==> src/rtl/fsc_pkg.sv <==
package fsc_pkg;

  // Error classification for one measurement window
  typedef enum logic [1:0] {
    CLS_LOCK   = 2'd0,
    CLS_FINE   = 2'd1,
    CLS_COARSE = 2'd2
  } err_class_e;

  // Registered decision handed from the classifier to the step engine
  typedef struct packed {
    err_class_e cls;
    logic       raise;
  } decision_t;

endpackage

==> src/rtl/fsc_reset_sync.sv <==
module fsc_reset_sync (
  input  logic clk,
  input  logic rst_n,
  output logic rst_sync_n
);

  logic stage1_q;
  logic stage2_q;

  always_ff @(posedge clk or negedge rst_n) begin
    if (!rst_n) begin
      stage1_q <= 1'b0;
      stage2_q <= 1'b0;
    end else begin
      stage1_q <= 1'b1;
      stage2_q <= stage1_q;
    end
  end

  assign rst_sync_n = stage2_q;

endmodule

==> src/rtl/fsc_window_timer.sv <==
module fsc_window_timer #(
  parameter int WIN_CYCLES = 64
) (
  input  logic clk,
  input  logic rst_n,
  output logic sample_en,
  output logic apply_en
);

  localparam int WCNT_W = (WIN_CYCLES > 1) ? $clog2(WIN_CYCLES) : 1;
  localparam logic [WCNT_W-1:0] WCNT_LAST = WCNT_W'(WIN_CYCLES - 1);

  logic [WCNT_W-1:0] wcnt_q;
  logic [WCNT_W-1:0] wcnt_d;
  logic              apply_q;
  logic              apply_d;

  // Next state: the last cycle of a window is the sample slot,
  // the cycle after it is the apply slot.
  always_comb begin
    sample_en = (wcnt_q == WCNT_LAST);
    wcnt_d    = sample_en ? '0 : wcnt_q + 1'b1;
    apply_d   = sample_en;
  end

  always_ff @(posedge clk or negedge rst_n) begin
    if (!rst_n) begin
      wcnt_q  <= '0;
      apply_q <= 1'b0;
    end else begin
      wcnt_q  <= wcnt_d;
      apply_q <= apply_d;
    end
  end

  assign apply_en = apply_q;

endmodule

==> src/rtl/fsc_error_classifier.sv <==
module fsc_error_classifier
  import fsc_pkg::*;
#(
  parameter int CNT_W = 16
) (
  input  logic             clk,
  input  logic             rst_n,
  input  logic             sample_en,
  input  logic [CNT_W-1:0] osc_count,
  input  logic [CNT_W-1:0] target_count,
  input  logic [CNT_W-1:0] search_thresh,
  input  logic [CNT_W-1:0] lock_thresh,
  output decision_t        decision
);

  logic             too_slow;
  logic [CNT_W-1:0] err_mag;
  decision_t        fresh;
  decision_t        dec_q;
  decision_t        dec_d;

  // Magnitude and direction, then dual-threshold classification
  always_comb begin
    too_slow = (osc_count < target_count);
    err_mag  = too_slow ? (target_count - osc_count) : (osc_count - target_count);
    fresh.raise = too_slow;
    if (err_mag > search_thresh) begin
      fresh.cls = CLS_COARSE;
    end else if (err_mag > lock_thresh) begin
      fresh.cls = CLS_FINE;
    end else begin
      fresh.cls = CLS_LOCK;
    end
    dec_d = sample_en ? fresh : dec_q;
  end

  always_ff @(posedge clk or negedge rst_n) begin
    if (!rst_n) begin
      dec_q <= '{cls: CLS_LOCK, raise: 1'b0};
    end else begin
      dec_q <= dec_d;
    end
  end

  assign decision = dec_q;

endmodule

==> src/rtl/fsc_step_engine.sv <==
module fsc_step_engine
  import fsc_pkg::*;
#(
  parameter int CODE_W = 8
) (
  input  logic              clk,
  input  logic              rst_n,
  input  logic              apply_en,
  input  decision_t         decision,
  output logic [CODE_W-1:0] code,
  output logic              locked
);

  localparam int                STEP_W       = CODE_W - 1;
  localparam logic [CODE_W-1:0] CODE_MID     = CODE_W'(1) << (CODE_W - 1);
  localparam logic [CODE_W-1:0] CODE_MAX     = {CODE_W{1'b1}};
  localparam logic [STEP_W-1:0] STEP_QUARTER = STEP_W'(1) << (CODE_W - 2);
  localparam logic [STEP_W-1:0] STEP_ONE     = STEP_W'(1);

  logic [CODE_W-1:0] code_q,    code_d;
  logic [STEP_W-1:0] step_q,    step_d;
  logic              relearn_q, relearn_d;
  logic              locked_q,  locked_d;
  logic [STEP_W-1:0] eff_step;
  logic [STEP_W-1:0] move_amt;
  logic [CODE_W:0]   sum_wide;
  logic [CODE_W-1:0] moved;

  // Saturating move by move_amt in the decided direction
  always_comb begin
    eff_step = relearn_q ? STEP_QUARTER : step_q;
    move_amt = (decision.cls == CLS_COARSE) ? eff_step : STEP_ONE;
    sum_wide = {1'b0, code_q} + {{(CODE_W + 1 - STEP_W){1'b0}}, move_amt};
    if (decision.raise) begin
      moved = (sum_wide > {1'b0, CODE_MAX}) ? CODE_MAX : sum_wide[CODE_W-1:0];
    end else begin
      moved = (code_q < CODE_W'(move_amt)) ? '0 : code_q - CODE_W'(move_amt);
    end
  end

  // Next-state selection, enabled only in the apply slot
  always_comb begin
    code_d    = code_q;
    step_d    = step_q;
    relearn_d = relearn_q;
    locked_d  = locked_q;
    if (apply_en) begin
      unique case (decision.cls)
        CLS_COARSE: begin
          code_d    = moved;
          step_d    = (eff_step > STEP_ONE) ? (eff_step >> 1) : STEP_ONE;
          relearn_d = 1'b0;
          locked_d  = 1'b0;
        end
        CLS_FINE: begin
          code_d    = moved;
          relearn_d = 1'b1;
        end
        default: begin
          relearn_d = 1'b1;
          locked_d  = 1'b1;
        end
      endcase
    end
  end

  always_ff @(posedge clk or negedge rst_n) begin
    if (!rst_n) begin
      code_q    <= CODE_MID;
      step_q    <= STEP_QUARTER;
      relearn_q <= 1'b0;
      locked_q  <= 1'b0;
    end else begin
      code_q    <= code_d;
      step_q    <= step_d;
      relearn_q <= relearn_d;
      locked_q  <= locked_d;
    end
  end

  assign code   = code_q;
  assign locked = locked_q;

endmodule

==> src/rtl/fsc_search_ctrl.sv <==
module fsc_search_ctrl
  import fsc_pkg::*;
#(
  parameter int CODE_W     = 8,
  parameter int COARSE_W   = 3,
  parameter int CNT_W      = 16,
  parameter int WIN_CYCLES = 64
) (
  input  logic                       clk,
  input  logic                       rst_n,
  input  logic [CNT_W-1:0]           osc_count,
  input  logic [CNT_W-1:0]           target_count,
  input  logic [CNT_W-1:0]           search_thresh,
  input  logic [CNT_W-1:0]           lock_thresh,
  output logic [COARSE_W-1:0]        coarse_sel,
  output logic [CODE_W-COARSE_W-1:0] fine_sel,
  output logic                       locked
);

  localparam int FINE_W = CODE_W - COARSE_W;

  logic              rst_sync_n;
  logic              sample_en;
  logic              apply_en;
  decision_t         decision;
  logic [CODE_W-1:0] code_q;

  fsc_reset_sync rst_i (
    .clk        (clk),
    .rst_n      (rst_n),
    .rst_sync_n (rst_sync_n)
  );

  fsc_window_timer #(.WIN_CYCLES(WIN_CYCLES)) timer_i (
    .clk       (clk),
    .rst_n     (rst_sync_n),
    .sample_en (sample_en),
    .apply_en  (apply_en)
  );

  fsc_error_classifier #(.CNT_W(CNT_W)) class_i (
    .clk           (clk),
    .rst_n         (rst_sync_n),
    .sample_en     (sample_en),
    .osc_count     (osc_count),
    .target_count  (target_count),
    .search_thresh (search_thresh),
    .lock_thresh   (lock_thresh),
    .decision      (decision)
  );

  fsc_step_engine #(.CODE_W(CODE_W)) step_i (
    .clk      (clk),
    .rst_n    (rst_sync_n),
    .apply_en (apply_en),
    .decision (decision),
    .code     (code_q),
    .locked   (locked)
  );

  // Upper field selects the delay path, lower field the delay-matrix tap
  assign coarse_sel = code_q[CODE_W-1 -: COARSE_W];
  assign fine_sel   = code_q[FINE_W-1:0];

endmodule

==> config.mk <==
export PLATFORM = sky130hd
export DESIGN_NAME = fsc_search_ctrl
export DESIGN_NICKNAME = d
export VERILOG_FILES = /design/src/rtl/fsc_pkg.sv /design/src/rtl/fsc_reset_sync.sv /design/src/rtl/fsc_window_timer.sv /design/src/rtl/fsc_error_classifier.sv /design/src/rtl/fsc_step_engine.sv /design/src/rtl/fsc_search_ctrl.sv
export SDC_FILE = /design/constraint.sdc
export NUM_CORES = 1
export LEC_CHECK = 0
export BUFFER_PORTS_ARGS = -buffer_cell sky130_fd_sc_hd__buf_4
export CAP_MARGIN = 20
export CORE_MARGIN = 8
export CORE_UTILIZATION = 50
export CTS_BUF_LIST = sky130_fd_sc_hd__clkbuf_8
export DETAILED_ROUTE_END_ITERATION = 6
export GPL_TIMING_DRIVEN = 0
export PLACE_DENSITY = 0.72
export SKIP_CTS_REPAIR_TIMING = 1
export SLEW_MARGIN = 40
export SYNTH_ARGS = -nofsm -noshare
export SYNTH_HDL_FRONTEND = slang
export SYNTH_SLANG_ARGS = --single-unit
==> constraint.sdc <==
create_clock -name clk -period 0.93 [get_ports clk]
set_input_delay 0.093 -clock clk [delete_from_list [all_inputs] [get_ports clk]]
set_output_delay 0.093 -clock clk [all_outputs]
set_load 0.02 [all_outputs]
# Word level (Yosys, flattened, before mapping)
# Cells that the tools add are included.
[op_classes]
add_sub_neg = 5
n_lt_le_gt_ge = 6
eq_ne = 3
n_mux = 12
bitwise_logic = 1
reduce_logical = 4
[op_table]
columns = ["cell", "count"]
rows = [
  ["$gt A16 B16 Y1", 2],
  ["$sub A16 B16 Y16", 2],
  ["$mux W8", 3],
  ["$lt A16 B16 Y1", 1],
  ["$mux W16", 1],
  ["$mux W7", 2],
  ["$mux W6", 2],
  ["$add A8 B7 Y9", 1],
  ["$gt A9 B8 Y1 const B", 1],
  ["$lt A8 B7 Y1", 1],
  ["$sub A8 B7 Y8", 1],
  ["$gt A7 B1 Y1 const B", 1],
  ["$add A6 B1 Y6 const B", 1],
  ["$eq A6 B6 Y1 const B", 1],
  ["$reduce_and A2 Y1", 3],
  ["$eq A2 B1 Y1 const B", 1],
  ["$eq A2 B2 Y1 const B", 1],
  ["$mux W1", 2],
  ["$mux W2", 1],
  ["$pmux W1 S2", 1],
  ["$reduce_or A2 Y1", 1],
  ["$not A1 Y1", 1],
]
[totals]
regBits = 29
inputBits = 66
out_inout_bits = 9
elab_cells = 41

# Longest topological paths before layout
# Gate-level depths: netlist (run 1).
[logic_depth]
word_depth = 6
depth_mapped = 20
ltp_nobuf = 19

# By module
# From an unflattened synthesis (run 1), not the netlist that was laid out.
[unflattened]
cells_unflattened = 540
hier_area_um2 = 4316.6
[by_module_without_submodules]
columns = ["module", "instances", "cells_per_inst", "area_per_inst_um2", "seq_area_each_um2"]
rows = [
  ["fsc_error_classifier", 1, 329, 2412.3, 75.1],
  ["fsc_step_engine", 1, 187, 1582.8, 427.9],
  ["fsc_window_timer", 1, 21, 267.8, 175.2],
  ["fsc_reset_sync", 1, 3, 53.8, 50.0],
]

# Worst setup path after synthesis (run 1)
# Ideal clock, no wire load.
[synth_timing]
kind = "in2reg"
startpoint = "input port osc_count[0]"
endpoint = "register class_i.dec_q, in the netlist class_i.decision[1]"
setup_time_ns = 0.094
t_arrival_ns = 3.368
t_required_ns = 0.836
path_slack_ns = -2.532
cell_stages = 18
path_buffers = 0
cell_sequence = "inv_1 ha_1 inv_1 fa_1 a211oi_2 o211ai_1 nand4_1 a21oi_2 nor2_1 mux2i_1 xnor2_1 ha_1 a2111oi_0 o221ai_1 o211ai_1 o211a_1 o21bai_1 a211oi_1"
[synth_via]
elab_chain_cells = 5
elab_cells_between_ends = 8
classes_between = "add/sub: 2; order compare: 3; mux: 3"
[synth_lines]
columns = ["item", "line", "rtl"]
rows = [
  ["start, declared", "fsc_search_ctrl.sv:11", "input logic [CNT_W-1:0] osc_count,"],
  ["$sub A16 B16 Y16 or $lt A16 B16 Y1 (tied branches)", "fsc_error_classifier.sv:25, fsc_error_classifier.sv:24", ""],
  ["$mux W16 *", "fsc_error_classifier.sv:25", "err_mag = too_slow ? (target_count - osc_count) : (osc_count - target_count);"],
  ["$gt A16 B16 Y1", "fsc_error_classifier.sv:29", "end else if (err_mag > lock_thresh) begin"],
  ["$mux W1", "fsc_error_classifier.sv:29", ""],
  ["$mux W2 *", "fsc_error_classifier.sv:27", "if (err_mag > search_thresh) begin"],
  ["end signal, assigned", "fsc_error_classifier.sv:39", "dec_q <= '{cls: CLS_LOCK, raise: 1'b0};"],
  ["end, declared", "fsc_error_classifier.sv:19", "decision_t dec_q;"],
]
# Mark *: on every way between the ends. The rest lies on a longest branch, timed or not.
# A chain may end at the register's enable or synchronous reset.

# Worst setup path in the final report (run 1)
# Same ends and word-level chain as after synthesis.

==> results.sh, run 1 <==
export IMPL_status="finished with violations"
export IMPL_violations="setup timing"
export IMPL_fin_crit_ns=3.525
export IMPL_antenna_found_initial=0
export IMPL_skew_ns=0.009683
export IMPL_io_pins=75
export IMPL_num_rows=34
export IMPL_ys_ff_latch=29
export IMPL_peakVddDrop_mv=0.5929
export IMPL_viasPerCell=5.594
export IMPL_fin_total_pwr_mw=5.263
export IMPL_gp_congestion=0.9007
export IMPL_diodes=0
export IMPL_crit_type="in -> reg"
export IMPL_crit_chain="buf_8 > inv_12 > ha_4 > inv_2 > fa_2 > a211oi_2 > o211ai_1 > nand4_1 > a21oi_4 > or2_1 > buf_6 > o31ai_4 > xnor2_1 > ha_1 > a21o_1 > a21o_1 > a21oi_1 > o211a_1 > o21bai_1 > a211oi_1"
export IMPL_area_growth_syn_to_layout_pct=37.59
export IMPL_clock_power_share_pct=21.6
export IMPL_synth_edf_count=0
export IMPL_detailed_place_hpwl_mm=9.430
export IMPL_fp_dieW_um=109.7
export IMPL_die_area_mm2=0.01204
export IMPL_combPwrFrac_pct=53.2
export IMPL_grtUsageMet3_pct=1.876
export IMPL_drtPass1Iterations=4
export IMPL_final_area_mm2=0.006046
export IMPL_syn_area_mm2=0.004394
export IMPL_die_height_um=109.7
export IMPL_synthCells=559
export IMPL_synth_cell_type_count=74
export IMPL_startpoint_type="input pin"
export IMPL_critPathCaptureType="flip-flop"
export IMPL_setup_viol=33
export IMPL_multi_input_area_mm2=0.003716
export IMPL_wl_per_cell_um=15.36
export IMPL_maxSlewHeadroom_pct=38.23
export IMPL_cp_top_family="compound AO/OA/AOI/OAI gates"
export IMPL_numPortBuffers=74
export IMPL_timing_hold_ws_ns=0.1260
export IMPL_hold_path_class="in -> async"
export IMPL_grt_met2_usage_pct=35.53
export IMPL_maxSlewViolCount=0
export IMPL_switching_share_pct=37.79
export IMPL_drv_cap=0
export IMPL_critPathArrivalTime_ns=3.71
export IMPL_placed_cell_area_mm2=0.005320
export IMPL_core_mm2=0.008636
export IMPL_reg2reg_to="step_i.code[5]"
export IMPL_crit_slowest_cell="fa_2"
export IMPL_ff2ff_setup_slack_ns=-1.80
export IMPL_fmax_mhz=283.7
export IMPL_antenna_left=0
export IMPL_routed_wl_mm=11.97
export IMPL_synth_nets=709
export IMPL_rsz0062_at_grt="yes"
export IMPL_use_met1_pct=20.92
export IMPL_p_int_mw=3.274
export IMPL_async_flop_share_pct=100.0
export IMPL_hold_violations=0
export IMPL_gr_usage_all_layers_pct=18.60
export IMPL_clock_sinks=29
export IMPL_grt_max_degree=28
export IMPL_numCtsBuffers=5
export IMPL_finish_net_count=820
export IMPL_grt_ovfl_total=0
export IMPL_seq_area_frac_synth_pct=16.57
export IMPL_synth_area_per_cell_um2=7.861
export IMPL_path_buf_inv=4
export IMPL_start_util_pct=50.88
export IMPL_num_vias=4358
export IMPL_drc_errors=0
export IMPL_critPathRequiredTime_ns=1.11
export IMPL_worstRegToRegCells=13
export IMPL_pwr_share_seq_pct=25.2
export IMPL_cts_tree="built"
export IMPL_grt_pass1_vias=4271
export IMPL_tightest_slew_ns=0.9231
export IMPL_p_leak_nw=3.007
export IMPL_drt_iter0_drc=87
export IMPL_n_fill_cell=718
export IMPL_post_route_cells_drive_above_1_share_pct=33.83
export IMPL_clk_path_buf_depth=2
export IMPL_ctsHtreeMaxLevel=2
export IMPL_grt_first_pass_wirelength_mm=18.48
export IMPL_power_per_cell_area_mw_per_mm2=870.4
export IMPL_power_switching_mw=1.989
export IMPL_max_stage_delay_ns=0.36
export IMPL_reg2reg_from="class_i.decision[1]"
export IMPL_fin_ws_ns=-2.595
export IMPL_crit_fanout=9
export IMPL_path_common_cell="a21o_1"
export IMPL_seqCellArea_um2=740.7
export IMPL_clk_latency_ns=0.28
export IMPL_synth_flop_cell="dfrtp_1"
export IMPL_clk_pin_slew_ns=0.07
export IMPL_period_share_pct=379.1
export IMPL_root_buffer="clkbuf_8"
export IMPL_yosysWarnings=0
export IMPL_busiest_layer="met2"
## cell usage after synthesis (8+ instances only)
master | instances | area share [%]
a21o_1 | 21 | 3.6
nor2b_1 | 8 | 1.1
nor3_1 | 11 | 1.3
a21oi_1 | 40 | 4.6
inv_1 | 99 | 8.5
o21ai_0 | 31 | 3.5
dfrtp_1 | 27 | 15
mux2i_1 | 12 | 2.7
ha_1 | 80 | 23
xnor2_1 | 11 | 2.2
o211ai_1 | 8 | 1.4
nor2_1 | 26 | 2.2
nand2_1 | 42 | 3.6
nand2b_1 | 9 | 1.3
nand3_1 | 10 | 1.1
nand4_1 | 9 | 1.3
## logic make-up (layout without fill, tap and decap cells)
family / Yosys count / count (layout) / share of synthesized area [%]
flops: 29 / 29 / 16.57
compound gates: 163 / 163 / 25.66
fa+ha+maj: 84 / 84 / 24.60
other cells: 1 / 1 / 0.08534
mux: 13 / 13 / 2.990
xor+xnor: 17 / 17 / 3.388
buf+inv: 110 / 222 / 10.02
simple gates: 142 / 142 / 16.69
## cell type report
cell class                      count  share of cell area [%]
Timing Repair Buffer              106                   14.55
Inverter                           99                   6.478
Clock buffer                        6                   1.366
Buffer                              9                   1.428
Sequential cell                    29                   12.25
Tap cell                          108                   2.235
Multi-Input combinational cell    420                   61.47
Clock inverter                      2                  0.2276
## registers in the layout, indices dropped and copies added, names as in the netlist
register,count
step_i.code,8
class_i.decision,3
step_i.locked,1
timer_i.wcnt_q,6
step_i.relearn_q,1
timer_i.apply_en,1
step_i.step_q,7
rst_i.stage1_q,1
rst_i.rst_sync_n,1
## cell usage in the layout (no fill, tap or decap), types with 8 or more instances in the layout
cell | netlist | final
inv_1 | 99 | 92
buf_4 | 1 | 90
ha_1 | 80 | 67
a21oi_1 | 40 | 34
nand2_1 | 42 | 32
nor2_1 | 26 | 21
a21o_1 | 21 | 21
buf_6 | 1 | 18
dfrtp_1 | 27 | 17
o21ai_0 | 31 | 13
mux2i_1 | 12 | 11
xnor2_1 | 11 | 10
o21ai_1 | 1 | 10
ha_4 | 0 | 10
dfrtp_2 | 0 | 10
nor3_1 | 11 | 9
nand4_1 | 9 | 9
o21ai_2 | 0 | 9
nand3_1 | 10 | 8
o211ai_1 | 8 | 8
## per-layer routing
metal	vias up	wire length [um]
li1	2181	-
met1	2064	4911
met2	95	6579
met3	18	320
met4	0	157
met5	-	0
## per-stage QoR
step                setup TNS (ns)  setup slack, ns  util (%)  std cells
floorplan                   -17.22           -2.245         -        559
global placement            -30.19           -2.844     61.59        741
detailed placement          -23.03           -2.909     61.61        741
CTS                         -23.29           -2.626     62.72        749
global route                -24.99           -2.759     70.01        779
finish                      -22.70           -2.595     70.01        779
## power groups by stage
stage	clock network [mW]	logic [mW]	registers, mW
2_1_floorplan	0	1.81	1.33
3_3_place_gp	0	2.40	1.34
6_report	1.14	2.80	1.32
3_5_place_dp	0	2.49	1.34
5_1_grt	1.21	3.13	1.33
4_1_cts	1.14	2.50	1.32
## worst max path at each step
stage	startpoint	end	slack (ns)	cells after the start
final	osc_count[0]	class_i.decision[1]	-2.60	20
after global routing	osc_count[0]	class_i.decision[1]	-2.76	19
after CTS	osc_count[0]	class_i.decision[1]	-2.63	19
after detailed placement	osc_count[0]	class_i.decision[1]	-2.91	19
after global placement	osc_count[0]	class_i.decision[1]	-2.84	20
after floorplan	osc_count[3]	class_i.decision[1]	-2.24	18
No activity file was read; power rests on OpenSTA's default activity.
==> inputs of run 2 (changes only) <==
==> constraint.sdc (replaced) <==
create_clock -name clk -period 0.93 [get_ports clk]
set_input_delay 0.093 -clock clk [delete_from_list [all_inputs] [get_ports clk]]
set_output_delay 0.093 -clock clk [all_outputs]
set_load 0.1 [all_outputs]
==> results.sh, run 2 (synthesis gave the netlist of run 1 again) <==
export IMPL_post_route_cells_drive_above_1_share_pct=36.30
export IMPL_num_rows=34
export IMPL_fmax_mhz=282.8
export IMPL_clock_sinks=29
export IMPL_placed_cell_area_mm2=0.005349
export IMPL_drt_iter0_drc=127
export IMPL_io_pins=75
export IMPL_path_buf_inv=4
export IMPL_die_height_um=109.7
export IMPL_startpoint_type="input pin"
export IMPL_final_cell_mix="90 x buf_4, 86 x inv_1, 66 x ha_1"
export IMPL_ff2ff_setup_slack_ns=-1.89
export IMPL_rsz0062_at_grt="yes"
export IMPL_viasPerCell=5.595
export IMPL_crit_type="in -> reg"
export IMPL_cp_top_family="compound AO/OA/AOI/OAI gates"
export IMPL_hold_violations=0
export IMPL_reg2reg_from="class_i.decision[1]"
export IMPL_seqCellArea_um2=752.0
export IMPL_fin_crit_ns=3.536
export IMPL_detailed_place_hpwl_mm=9.435
export IMPL_setup_viol=35
export IMPL_grt_max_degree=28
export IMPL_peakVddDrop_mv=0.6392
export IMPL_clk_latency_ns=0.28
export IMPL_crit_chain="buf_8 > inv_12 > ha_4 > inv_2 > fa_2 > a211oi_2 > o211ai_1 > nand4_1 > a21oi_4 > or2_1 > buf_6 > mux2i_1 > xnor2_1 > ha_1 > o21a_1 > o21a_1 > o211ai_1 > o211a_1 > o21bai_1 > a211oi_1"
export IMPL_fin_ws_ns=-2.606
export IMPL_drtPass1Iterations=4
export IMPL_area_growth_syn_to_layout_pct=42.85
export IMPL_largest_register_ffs=8
export IMPL_fin_setup_tns_ns=-24.07
export IMPL_worstRegToRegCells=12
export IMPL_gp_congestion=0.9241
export IMPL_clk_path_buf_depth=2
export IMPL_power_per_cell_area_mw_per_mm2=896.6
export IMPL_violations="setup timing"
export IMPL_crit_slowest_cell="fa_2"
export IMPL_root_buffer="clkbuf_8"
export IMPL_antenna_left=0
export IMPL_final_common_cell="buf_4"
export IMPL_maxSlewViolCount=0
export IMPL_critPathArrivalTime_ns=3.72
export IMPL_maxSlewHeadroom_pct=40.88
export IMPL_drv_cap=0
export IMPL_grt_pass1_vias=4253
export IMPL_tightest_slew_ns=0.8836
export IMPL_period_share_pct=380.3
export IMPL_critPathRequiredTime_ns=1.12
export IMPL_critPathCaptureType="flip-flop"
export IMPL_num_vias=4381
export IMPL_cts_tree="built"
export IMPL_reg2reg_to="step_i.code[5]"
export IMPL_grt_ovfl_total=0
export IMPL_drc_errors=0
export IMPL_routed_wl_mm=12.60
export IMPL_ctsHtreeMaxLevel=2
export IMPL_finish_net_count=824
export IMPL_multi_input_area_mm2=0.003792
export IMPL_wl_per_cell_um=16.09
export IMPL_grt_first_pass_wirelength_mm=18.63
export IMPL_hold_path_class="in -> async"
export IMPL_crit_fanout=9
export IMPL_final_area_mm2=0.006277
export IMPL_die_area_mm2=0.01204
export IMPL_gr_usage_all_layers_pct=18.77
export IMPL_start_util_pct=50.88
export IMPL_diodes=0
export IMPL_max_stage_delay_ns=0.36
export IMPL_numPortBuffers=74
export IMPL_clk_pin_slew_ns=0.07
export IMPL_antenna_found_initial=0
export IMPL_fp_dieW_um=109.7
export IMPL_p_leak_nw=3.103
export IMPL_numCtsBuffers=5
export IMPL_skew_ns=0.005194
export IMPL_n_fill_cell=641
export IMPL_status="finished with violations"
export IMPL_core_mm2=0.008636
run 2: through the flow:
step / total power [mW] / worst slack, ns / cells / hold WS [ns] / util, %
after global placement: 3.731 / -2.860 / 741 / -0.1247 / 61.92
after detailed placement: 3.847 / -2.942 / 741 / -0.1236 / 61.94
after CTS: 5.241 / -2.665 / 749 / -0.4264 / 63.33
final: 5.628 / -2.606 / 783 / 0.1272 / 72.69
after global routing: 5.994 / -2.777 / 783 / 0.1309 / 72.69
after floorplan: 3.142 / -2.245 / 559 / -0.2026 / -
run 2: worst max path at each step:
| stage | startpoint | cells after the start | to | slack (ns) |
|---|---|---|---|---|
| 3_3_place_gp | osc_count[0] | 20 | class_i.decision[1] | -2.86 |
| 6_report | osc_count[0] | 20 | class_i.decision[1] | -2.61 |
| 2_1_floorplan | osc_count[3] | 18 | class_i.decision[1] | -2.24 |
| 5_1_grt | osc_count[0] | 21 | class_i.decision[1] | -2.78 |
| 4_1_cts | osc_count[0] | 20 | class_i.decision[1] | -2.67 |
| 3_5_place_dp | osc_count[0] | 20 | class_i.decision[1] | -2.94 |
run 2: layout make-up:
cell class,instances,area share (%)
Clock inverter,2,0.5980
Tap cell,108,2.153
Inverter,99,6.239
Clock buffer,6,1.316
Timing Repair Buffer,108,15.69
Multi-Input combinational cell,420,60.41
Sequential cell,29,11.98
Buffer,11,1.615
run 2: layer usage:
layer	vias up	wire, um	track usage, %
li1	2189	-	-
met1	2044	5037	21.89
met2	124	6759	35.19
met3	24	468	1.583
met4	0	334	5.979
met5	-	0	0
run 2: power by group:
part | total, mW | switching, mW | leakage (nW) | internal [mW]
Clock | 1.38 | 0.509 | 0.0574 | 0.870
Sequential | 1.33 | 0.0469 | 0.347 | 1.28
Combinational | 2.92 | 1.49 | 2.70 | 1.43
Total | 5.63 | 2.04 | 3.10 | 3.58
